==> src/rtl/dma_arb_pkg.sv <==
package dma_arb_pkg;

  typedef enum logic [2:0] {
    ST_IDLE,
    ST_SEL,
    ST_ALIGN,
    ST_XFER_H,
    ST_XFER_D,
    ST_RESYNC
  } arbState_t;

  // Strobes from control to datapath, one bundle per cycle
  typedef struct packed {
    logic loadAlign;   // load stall counter with the phase padding
    logic loadResync;  // load stall counter with the cycle padding
    logic countUse;    // this cycle is consumed by a takeover
    logic clearUse;    // start of a takeover: clear usage residue
    logic busExit;     // last cycle of the takeover
  } arbStrobe_t;

endpackage

==> src/rtl/dma_arb_ctrl.sv <==
module dma_arb_ctrl
  import dma_arb_pkg::*;
#(
  parameter int NCH   = 8,
  parameter int LINEW = 9
) (
  input  logic             clk,
  input  logic             rstN,
  input  logic             hdmaInitTrig,
  input  logic             hdmaRunTrig,
  input  logic [LINEW-1:0] lineIdx,
  input  logic [LINEW-1:0] visLines,
  input  logic             dmaStart,
  input  logic [NCH-1:0]   dmaEnMask,
  input  logic [NCH-1:0]   hdmaEnMask,
  input  logic [NCH-1:0]   hdmaActMask,
  input  logic             hdmaDone,
  input  logic             dmaDone,
  input  logic             stallLast,
  output arbStrobe_t       strb,
  output logic             busGrant,
  output logic             hdmaGrant,
  output logic             dmaGrant,
  output logic             hdmaModeRun,
  output logic             alignStall,
  output logic             resyncStall,
  output logic             hdmaReset
);

  arbState_t st, stN;
  logic hdmaPend, dmaPend, pendRun;
  logic alignToD, alignToDN;
  logic resumeD, resumeDN;
  logic served, servedN;
  logic consumeH, consumeD, latchMode;
  logic anyDmaEn, anyHdmaEn, anyHdmaAct;
  logic initHit, runHit;

  assign anyDmaEn   = |dmaEnMask;
  assign anyHdmaEn  = |hdmaEnMask;
  assign anyHdmaAct = |hdmaActMask;
  assign initHit    = hdmaInitTrig & anyHdmaEn;
  assign runHit     = hdmaRunTrig & anyHdmaAct & (lineIdx < visLines);

  // Next-state and strobe decode
  always_comb begin
    stN       = st;
    alignToDN = alignToD;
    resumeDN  = resumeD;
    consumeH  = 1'b0;
    consumeD  = 1'b0;
    latchMode = 1'b0;
    strb      = '0;
    unique case (st)
      ST_IDLE: begin
        if (hdmaPend || dmaPend) begin
          stN = ST_SEL;
          strb.clearUse = 1'b1;
        end
      end
      ST_SEL: begin
        if (hdmaPend) begin
          consumeH = 1'b1;
          if (anyHdmaEn) begin
            latchMode = 1'b1;
            if (!anyDmaEn) begin
              stN = ST_ALIGN;
              alignToDN = 1'b0;
              strb.loadAlign = 1'b1;
            end else begin
              stN = ST_XFER_H;
            end
          end
        end else if (dmaPend) begin
          consumeD = 1'b1;
          if (anyDmaEn) begin
            stN = ST_ALIGN;
            alignToDN = 1'b1;
            strb.loadAlign = 1'b1;
          end
        end else if (served) begin
          stN = ST_RESYNC;
          strb.loadResync = 1'b1;
        end else begin
          stN = ST_IDLE;
          strb.busExit = 1'b1;
        end
      end
      ST_ALIGN: begin
        strb.countUse = 1'b1;
        if (stallLast) stN = alignToD ? ST_XFER_D : ST_XFER_H;
      end
      ST_XFER_H: begin
        strb.countUse = 1'b1;
        if (hdmaDone) begin
          if (resumeD) begin
            stN = ST_XFER_D;
            resumeDN = 1'b0;
          end else if (anyDmaEn) begin
            stN = ST_SEL;
          end else begin
            stN = ST_RESYNC;
            strb.loadResync = 1'b1;
          end
        end
      end
      ST_XFER_D: begin
        strb.countUse = 1'b1;
        if (dmaDone) begin
          stN = ST_RESYNC;
          strb.loadResync = 1'b1;
        end else if (hdmaPend && anyHdmaEn) begin
          consumeH  = 1'b1;
          latchMode = 1'b1;
          resumeDN  = 1'b1;
          stN       = ST_XFER_H;
        end
      end
      ST_RESYNC: begin
        if (stallLast) begin
          stN = ST_IDLE;
          strb.busExit = 1'b1;
        end
      end
      default: stN = ST_IDLE;
    endcase
  end

  assign servedN = (st == ST_IDLE) ? 1'b0 :
                   (served | (st == ST_ALIGN) | (st == ST_XFER_H) | (st == ST_XFER_D));

  always_ff @(posedge clk) begin
    if (!rstN) begin
      st          <= ST_IDLE;
      alignToD    <= 1'b0;
      resumeD     <= 1'b0;
      served      <= 1'b0;
      hdmaPend    <= 1'b0;
      dmaPend     <= 1'b0;
      pendRun     <= 1'b0;
      hdmaModeRun <= 1'b0;
      hdmaReset   <= 1'b0;
    end else begin
      st        <= stN;
      alignToD  <= alignToDN;
      resumeD   <= resumeDN;
      served    <= servedN;
      hdmaReset <= hdmaInitTrig;
      // A fresh trigger wins over a same-cycle consumption
      if (initHit || runHit) hdmaPend <= 1'b1;
      else if (consumeH)     hdmaPend <= 1'b0;
      if (initHit)           pendRun <= 1'b0;
      else if (runHit)       pendRun <= 1'b1;
      if (dmaStart)          dmaPend <= 1'b1;
      else if (consumeD)     dmaPend <= 1'b0;
      if (latchMode)         hdmaModeRun <= pendRun;
    end
  end

  assign busGrant    = (st != ST_IDLE);
  assign hdmaGrant   = (st == ST_XFER_H);
  assign dmaGrant    = (st == ST_XFER_D);
  assign alignStall  = (st == ST_ALIGN);
  assign resyncStall = (st == ST_RESYNC);

  // the bus is only taken after a request was registered
  p_take_needs_pend_r3: assert property (@(posedge clk) disable iff (!rstN)
    $rose(busGrant) |-> $past(hdmaPend || dmaPend));

  // mode holds steady for the whole of one line-engine grant
  p_mode_steady_r9: assert property (@(posedge clk) disable iff (!rstN)
    (hdmaGrant && $past(hdmaGrant)) |-> $stable(hdmaModeRun));

  // grants are exclusive
  p_grant_excl_r4: assert property (@(posedge clk) disable iff (!rstN)
    !(hdmaGrant && dmaGrant));

endmodule

==> src/rtl/dma_arb_dp.sv <==
module dma_arb_dp
  import dma_arb_pkg::*;
#(
  parameter int PHW    = 3,
  parameter int CYCW   = 4,
  parameter int STALLW = 4
) (
  input  logic              clk,
  input  logic              rstN,
  input  arbStrobe_t        strb,
  input  logic [PHW-1:0]    phase,
  input  logic [CYCW-1:0]   cpuCycLen,
  input  logic              nmiTest,
  input  logic              irqTest,
  input  logic              intAck,
  output logic [STALLW-1:0] stallLeft,
  output logic              stallLast,
  output logic              irqLock,
  output logic              nmiPend,
  output logic              irqPend
);

  localparam int ALIGN_SPAN = 1 << PHW;

  logic [CYCW-1:0] residue, residueN;
  logic [CYCW:0]   residueInc;

  // Running usage count kept modulo the CPU cycle length
  assign residueInc = {1'b0, residue} + (CYCW+1)'(1);

  always_comb begin
    residueN = residue;
    if (strb.clearUse) begin
      residueN = '0;
    end else if (strb.countUse) begin
      if (residueInc >= {1'b0, cpuCycLen}) residueN = '0;
      else residueN = residueInc[CYCW-1:0];
    end
  end

  always_ff @(posedge clk) begin
    if (!rstN) begin
      residue   <= '0;
      stallLeft <= '0;
      irqLock   <= 1'b0;
      nmiPend   <= 1'b0;
      irqPend   <= 1'b0;
    end else begin
      residue <= residueN;
      if (strb.loadAlign)
        stallLeft <= STALLW'(ALIGN_SPAN) - STALLW'(phase);
      else if (strb.loadResync)
        stallLeft <= STALLW'(cpuCycLen) - STALLW'(residueN);
      else if (stallLeft != '0)
        stallLeft <= stallLeft - STALLW'(1);
      irqLock <= strb.busExit;
      nmiPend <= (nmiPend & ~intAck) | (nmiTest & ~irqLock);
      irqPend <= (irqPend & ~intAck) | (irqTest & ~irqLock);
    end
  end

  assign stallLast = (stallLeft == STALLW'(1));

  // while locked and not acknowledged the flags do not move
  p_lock_holds_r8: assert property (@(posedge clk) disable iff (!rstN)
    (irqLock && !intAck) |=> (nmiPend == $past(nmiPend)) && (irqPend == $past(irqPend)));

  // an unlocked request is collected
  p_collect_r8: assert property (@(posedge clk) disable iff (!rstN)
    (!irqLock && nmiTest) |=> nmiPend);

  // the usage residue stays below the cycle length
  p_residue_bound_r6: assert property (@(posedge clk) disable iff (!rstN)
    (cpuCycLen != '0 && $stable(cpuCycLen)) |-> (residue < cpuCycLen));

endmodule

==> src/rtl/dma_arb_top.sv <==
module dma_arb_top
  import dma_arb_pkg::*;
#(
  parameter int NCH   = 8,
  parameter int PHW   = 3,
  parameter int CYCW  = 4,
  parameter int LINEW = 9,
  localparam int STALLW = ((PHW + 1) > CYCW) ? (PHW + 1) : CYCW
) (
  input  logic              clk,
  input  logic              rstN,
  input  logic              hdmaInitTrig,
  input  logic              hdmaRunTrig,
  input  logic [LINEW-1:0]  lineIdx,
  input  logic [LINEW-1:0]  visLines,
  input  logic              dmaStart,
  input  logic [NCH-1:0]    dmaEnMask,
  input  logic [NCH-1:0]    hdmaEnMask,
  input  logic [NCH-1:0]    hdmaActMask,
  input  logic              hdmaDone,
  input  logic              dmaDone,
  input  logic [PHW-1:0]    phase,
  input  logic [CYCW-1:0]   cpuCycLen,
  input  logic              nmiTest,
  input  logic              irqTest,
  input  logic              intAck,
  output logic              busGrant,
  output logic              hdmaGrant,
  output logic              dmaGrant,
  output logic              hdmaModeRun,
  output logic              alignStall,
  output logic              resyncStall,
  output logic [STALLW-1:0] stallLeft,
  output logic              hdmaReset,
  output logic              irqLock,
  output logic              nmiPend,
  output logic              irqPend,
  output logic              intPend
);

  localparam int ALIGN_SPAN = 1 << PHW;

  arbStrobe_t strb;
  logic       stallLast;

  dma_arb_ctrl #(.NCH(NCH), .LINEW(LINEW)) u_ctrl (
    .clk(clk), .rstN(rstN),
    .hdmaInitTrig(hdmaInitTrig), .hdmaRunTrig(hdmaRunTrig),
    .lineIdx(lineIdx), .visLines(visLines), .dmaStart(dmaStart),
    .dmaEnMask(dmaEnMask), .hdmaEnMask(hdmaEnMask), .hdmaActMask(hdmaActMask),
    .hdmaDone(hdmaDone), .dmaDone(dmaDone), .stallLast(stallLast),
    .strb(strb), .busGrant(busGrant), .hdmaGrant(hdmaGrant), .dmaGrant(dmaGrant),
    .hdmaModeRun(hdmaModeRun), .alignStall(alignStall), .resyncStall(resyncStall),
    .hdmaReset(hdmaReset)
  );

  dma_arb_dp #(.PHW(PHW), .CYCW(CYCW), .STALLW(STALLW)) u_dp (
    .clk(clk), .rstN(rstN), .strb(strb), .phase(phase), .cpuCycLen(cpuCycLen),
    .nmiTest(nmiTest), .irqTest(irqTest), .intAck(intAck),
    .stallLeft(stallLeft), .stallLast(stallLast), .irqLock(irqLock),
    .nmiPend(nmiPend), .irqPend(irqPend)
  );

  assign intPend = nmiPend | irqPend;

  // grants and stalls exclusive and only under busGrant
  p_one_owner_r10: assert property (@(posedge clk) disable iff (!rstN)
    $onehot0({alignStall, hdmaGrant, dmaGrant, resyncStall}) &&
    (!(alignStall || hdmaGrant || dmaGrant || resyncStall) || busGrant));

  // stall counter steps down by one
  p_stall_step_r10: assert property (@(posedge clk) disable iff (!rstN)
    (alignStall && stallLeft > STALLW'(1)) |=> alignStall && (stallLeft == $past(stallLeft) - STALLW'(1)));

  // alignment stall stays within one phase span
  p_align_bound_r5: assert property (@(posedge clk) disable iff (!rstN)
    alignStall |-> (stallLeft >= STALLW'(1)) && (stallLeft <= STALLW'(ALIGN_SPAN)));

  // resync stall never exceeds one CPU cycle
  p_resync_bound_r6: assert property (@(posedge clk) disable iff (!rstN)
    resyncStall |-> (stallLeft >= STALLW'(1)) && (stallLeft <= STALLW'(cpuCycLen)));

  // lock follows the bus release
  p_lock_on_exit_r7: assert property (@(posedge clk) disable iff (!rstN)
    $fell(busGrant) |-> irqLock);

  p_lock_idle_r7: assert property (@(posedge clk) disable iff (!rstN)
    irqLock |-> !busGrant);

endmodule

==> config.mk <==
export PLATFORM = sky130hd
export DESIGN_NAME = dma_arb_top
export DESIGN_NICKNAME = d
export VERILOG_FILES = /design/src/rtl/dma_arb_pkg.sv /design/src/rtl/dma_arb_ctrl.sv /design/src/rtl/dma_arb_dp.sv /design/src/rtl/dma_arb_top.sv
export SDC_FILE = /design/constraint.sdc
export NUM_CORES = 1
export LEC_CHECK = 0
export BUFFER_PORTS_ARGS = -buffer_cell sky130_fd_sc_hd__clkbuf_2
export CORE_MARGIN = 2
export CORE_UTILIZATION = 40
export CTS_CLUSTER_SIZE = 25
export DETAILED_ROUTE_END_ITERATION = 6
export PLACE_DENSITY = 0.77
export SYNTH_ARGS = -nofsm -noshare
export SYNTH_HDL_FRONTEND = slang
export SYNTH_SLANG_ARGS = --single-unit
export TNS_END_PERCENT = 50
==> constraint.sdc <==
create_clock -name clk -period 6.7 [get_ports clk]
set_clock_uncertainty 0.05 [all_clocks]
set_input_delay 0.67 -clock clk [delete_from_list [all_inputs] [get_ports clk]]
set_output_delay 0.67 -clock clk [all_outputs]
set_load 0.03 [all_outputs]
==> impl_metrics.sql <==
INSERT INTO impl_metrics (metric_group, metric, value, unit) VALUES
('timing', 'layout_setup_ws', '3.42', 'ns'),
('synth', 'yosys_warnings', '0', ''),
('setup_path', 'slowest_stage', 'dfxtp_1', ''),
('pwr', 'ir_drop', '0.105', 'mV'),
('layout', 'insertedDiodeCount', '0', ''),
('layout', 'finalCoreUtilization', '51.3', '%'),
('placed_design', 'port_buffers', '73', ''),
('setup_path', 'crit_type', 'register to register', ''),
('synth', 'netlist_top_cells_area', 'dfxtp_1 25%, ha_1 14%, inv_1 5.1%', ''),
('timing', 'finalCritPeriodShare', '48.9', '%'),
('die', 'die_area', '4930', 'µm²'),
('clock_network', 'maximum_level_of_the_cts_h_tree', '1', ''),
('route', 'postRouteAntennaNets', '0', ''),
('synth', 'synthFlopType', 'dfxtp_1', ''),
('die', 'die_y', '70.2', 'µm'),
('synth', 'synthesis.area_per_instance', '7.97', 'µm²'),
('setup_path', 'cp_common_cell', 'ha_1', ''),
('global_routing', 'number_of_antenna_violations_at_the_first_check_in_global_routing', '0', ''),
('global_routing', 'grt_start_max_net_pins', '15', ''),
('placed_design', 'routabilityCongestion', '0.829', ''),
('placed_design', 'dp_hpwl', '3520', 'µm'),
('timing', 'slew_headroom', '57.8', '%'),
('timing', 'final.min_clock_period', '3.28', 'ns'),
('global_routing', 'grt_pass1_wl', '7110', 'µm'),
('clock_network', 'cts_hold_buf', '0', ''),
('timing', 'timing_hold_violations_final', '0', ''),
('timing', 'drv_slew', '0', ''),
('placed_design', 'dpl_cell_area', '2160', 'µm²'),
('setup_path', 'timing.critical_path.from_type', 'register', ''),
('timing', 'max_freq', '305', 'MHz'),
('synth', 'synthesis.nets', '300', ''),
('setup_path', 'cp_arrival', '3.39', 'ns'),
('timing', 'sum_of_negative_setup_slack', '0', 'ns'),
('synth', 'synthDistinctLibCells', '49', ''),
('synth', 'synth-edff-count', '0', ''),
('clock_network', 'cts_buffer_count', '3', ''),
('clock_network', 'cts_tree', 'built', ''),
('die', 'die_w', '70.2', 'µm'),
('timing', 'tightest_slew', '0.631', 'ns'),
('clock_network', 'worst_skew_pair.late_latency', '0.27', 'ns'),
('global_routing', 'grt_use_total', '17.7', '%'),
('global_routing', 'vias_in_the_first_global_route', '1736', ''),
('setup_path', 'worst_setup_path_end_kind', 'register', ''),
('clock_network', 'ctsLongestPathBuffers', '2', ''),
('layout', 'post_route_cells_drive_above_1_share', '27.9', '%'),
('setup_path', 'timing.critical_path.cells', 'ha_1, nor2b_1, or2_2, ha_1, a211oi_1, o211a_1, a22oi_1, or2_1, ha_1, a21o_1, a21oi_1, xnor2_1, xnor2_1, o2111a_1', ''),
('synth', 'synthDominantAreaCellType', 'dfxtp_1', ''),
('clock_network', 'cts-root-buf', 'clkbuf_8', ''),
('synth', 'synthDominantCellAreaShare', '25.1', '%'),
('route', 'route.detailed.wl_per_inst', '12.4', 'µm'),
('route', 'drt_iter0_drcs', '131', ''),
('setup_path', 'critical_path.endpoint', 'u_dp.stallLeft[3]$_SDFFE_PN0P_', ''),
('route', 'totalWireLength', '4240', 'µm'),
('outcome', 'outcome', 'completed', ''),
('setup_path', 'critPathMaxFanout', '4', ''),
('placed_design', 'place_worst_setup_slack', '3.42', 'ns'),
('timing', 'rsz0062_at_grt', 'false', ''),
('setup_path', 'r2r-end', 'u_dp.stallLeft[3]$_SDFFE_PN0P_', ''),
('timing', 'report.final.setup_viol', '0', ''),
('layout', 'design.final.nets', '372', ''),
('die', 'std_cell_rows', '24', ''),
('pwr', 'pwr_density_cell', '323', 'nW/µm²'),
('route', 'vias', '1838', ''),
('setup_path', 'max_stage_delay', '0.35', 'ns'),
('setup_path', 'worst-path-stages', '14', ''),
('synth', 'postSynthRegisterBits', '22', ''),
('setup_path', 'startpoint', 'u_dp.residue[0]$_SDFF_PN0_', ''),
('layout', 'postLayoutCellArea', '2200', 'µm²'),
('clock_network', 'clk_transition_reported_paths', '0.07', 'ns'),
('setup_path', 'worst_path_dominant_cell_family', 'compound AO/OA/AOI/OAI gates', ''),
('setup_path', 'critPathRequiredTime', '6.81', 'ns');
layout by cell type (no fill, tap or decap), types with 5 or more instances in the layout:
| cell type | synthesis | layout |
|---|---|---|
| inv_1 | 24 | 24 |
| clkbuf_2 | 0 | 73 |
| nor3_1 | 5 | 5 |
| ha_1 | 20 | 20 |
| nand2b_1 | 8 | 8 |
| nor2_1 | 20 | 20 |
| o21ai_0 | 16 | 16 |
| nor4_1 | 5 | 5 |
| a21oi_1 | 16 | 16 |
| dfxtp_1 | 22 | 22 |
| nand2_1 | 9 | 9 |
layout make-up:
type | instances | area, µm²
multi-input combinational | 168 | 1200
tap | 52 | 65.1
timing repair buffer | 73 | 365
sequential | 22 | 440
clock buffer | 3 | 41.3
inverter | 24 | 90.1
fill | 425 | 2090
power by group:
part           switching, mW  internal (mW)  total [mW]
Combinational          0.243          0.168       0.411
Clock                 0.0431         0.0403      0.0834
Sequential            0.0549          0.163       0.218
cell usage after synthesis, types with 2 or more instances:
cell	n
xor2_1	2
nand2b_1	8
inv_1	24
nor2b_1	2
nor2_1	20
and2_1	4
a22o_1	2
o211a_1	3
a31oi_1	3
nor3b_1	2
nand2_1	9
o21a_1	2
nor4_1	5
dfxtp_1	22
or3_1	3
xnor2_1	4
a311oi_1	2
a211oi_1	4
clkbuf_1	5
or2_2	2
o21ai_0	16
a21o_1	4
a21oi_1	16
mux2i_1	4
nand3_1	4
ha_1	20
or4_1	2
nor3_1	5
per-stage QoR:
step	instances	hold WS [ns]
after floorplan	220	0.411
after global placement	339	0.419
after detailed placement	339	0.437
after CTS	342	0.446
after global routing	342	0.463
final	342	0.437
routing by layer:
metal | vias up | global-route usage, % | part of all wire, %
met5 | - | 0 | 0
met4 | 0 | 8.12 | 2.1
met3 | 7 | 3.61 | 6.9
met2 | 72 | 31.4 | 48
met1 | 824 | 20.0 | 43
li1 | 935 | - | -
tightest hold or removal path, cell delays in order, from the launching register on:
cell,delay (ns)
dfxtp_1,0.32
nand2b_1,0.06
a21oi_1,0.06
cell families (layout without fill, tap and decap cells):
logic type	Yosys count	after routing	share of synthesized area, %
compound gates	64	64	25.5
xor+xnor	6	6	3.00
fa+ha+maj	21	21	15.4
buf+inv	30	100	6.49
flops	22	22	25.1
mux	4	4	2.28
simple gates	73	73	22.2
worst min-delay path by stage:
stage,from,end,slack (ns),depth (start not counted)
3_5_place_dp,u_dp.nmiPend$_SDFF_PN0_,u_dp.nmiPend$_SDFF_PN0_,0.44,2
6_report,u_dp.nmiPend$_SDFF_PN0_,u_dp.nmiPend$_SDFF_PN0_,0.44,2
3_3_place_gp,u_dp.nmiPend$_SDFF_PN0_,u_dp.nmiPend$_SDFF_PN0_,0.42,2
5_1_grt,u_dp.nmiPend$_SDFF_PN0_,u_dp.nmiPend$_SDFF_PN0_,0.46,2
4_1_cts,u_dp.nmiPend$_SDFF_PN0_,u_dp.nmiPend$_SDFF_PN0_,0.45,2
2_1_floorplan,u_ctrl.pendRun$_SDFFE_PP0P_,u_ctrl.hdmaModeRun$_SDFFE_PN0P_,0.41,2
state kept, by name, summed over array words and instances (netlist names):
| name | cells |
|---|---|
| u_dp.irqLock | 1 |
| u_ctrl.hdmaModeRun | 1 |
| u_ctrl.st | 3 |
| u_ctrl.served | 1 |
| u_ctrl.hdmaPend | 1 |
| u_dp.irqPend | 1 |
| u_ctrl.dmaPend | 1 |
| u_ctrl.resumeD | 1 |
| u_dp.nmiPend | 1 |
| u_dp.residue | 4 |
| u_ctrl.pendRun | 1 |
| u_ctrl.hdmaReset | 1 |
| u_ctrl.alignToD | 1 |
| u_dp.stallLeft | 4 |
Power figures use the tool's default switching activity.
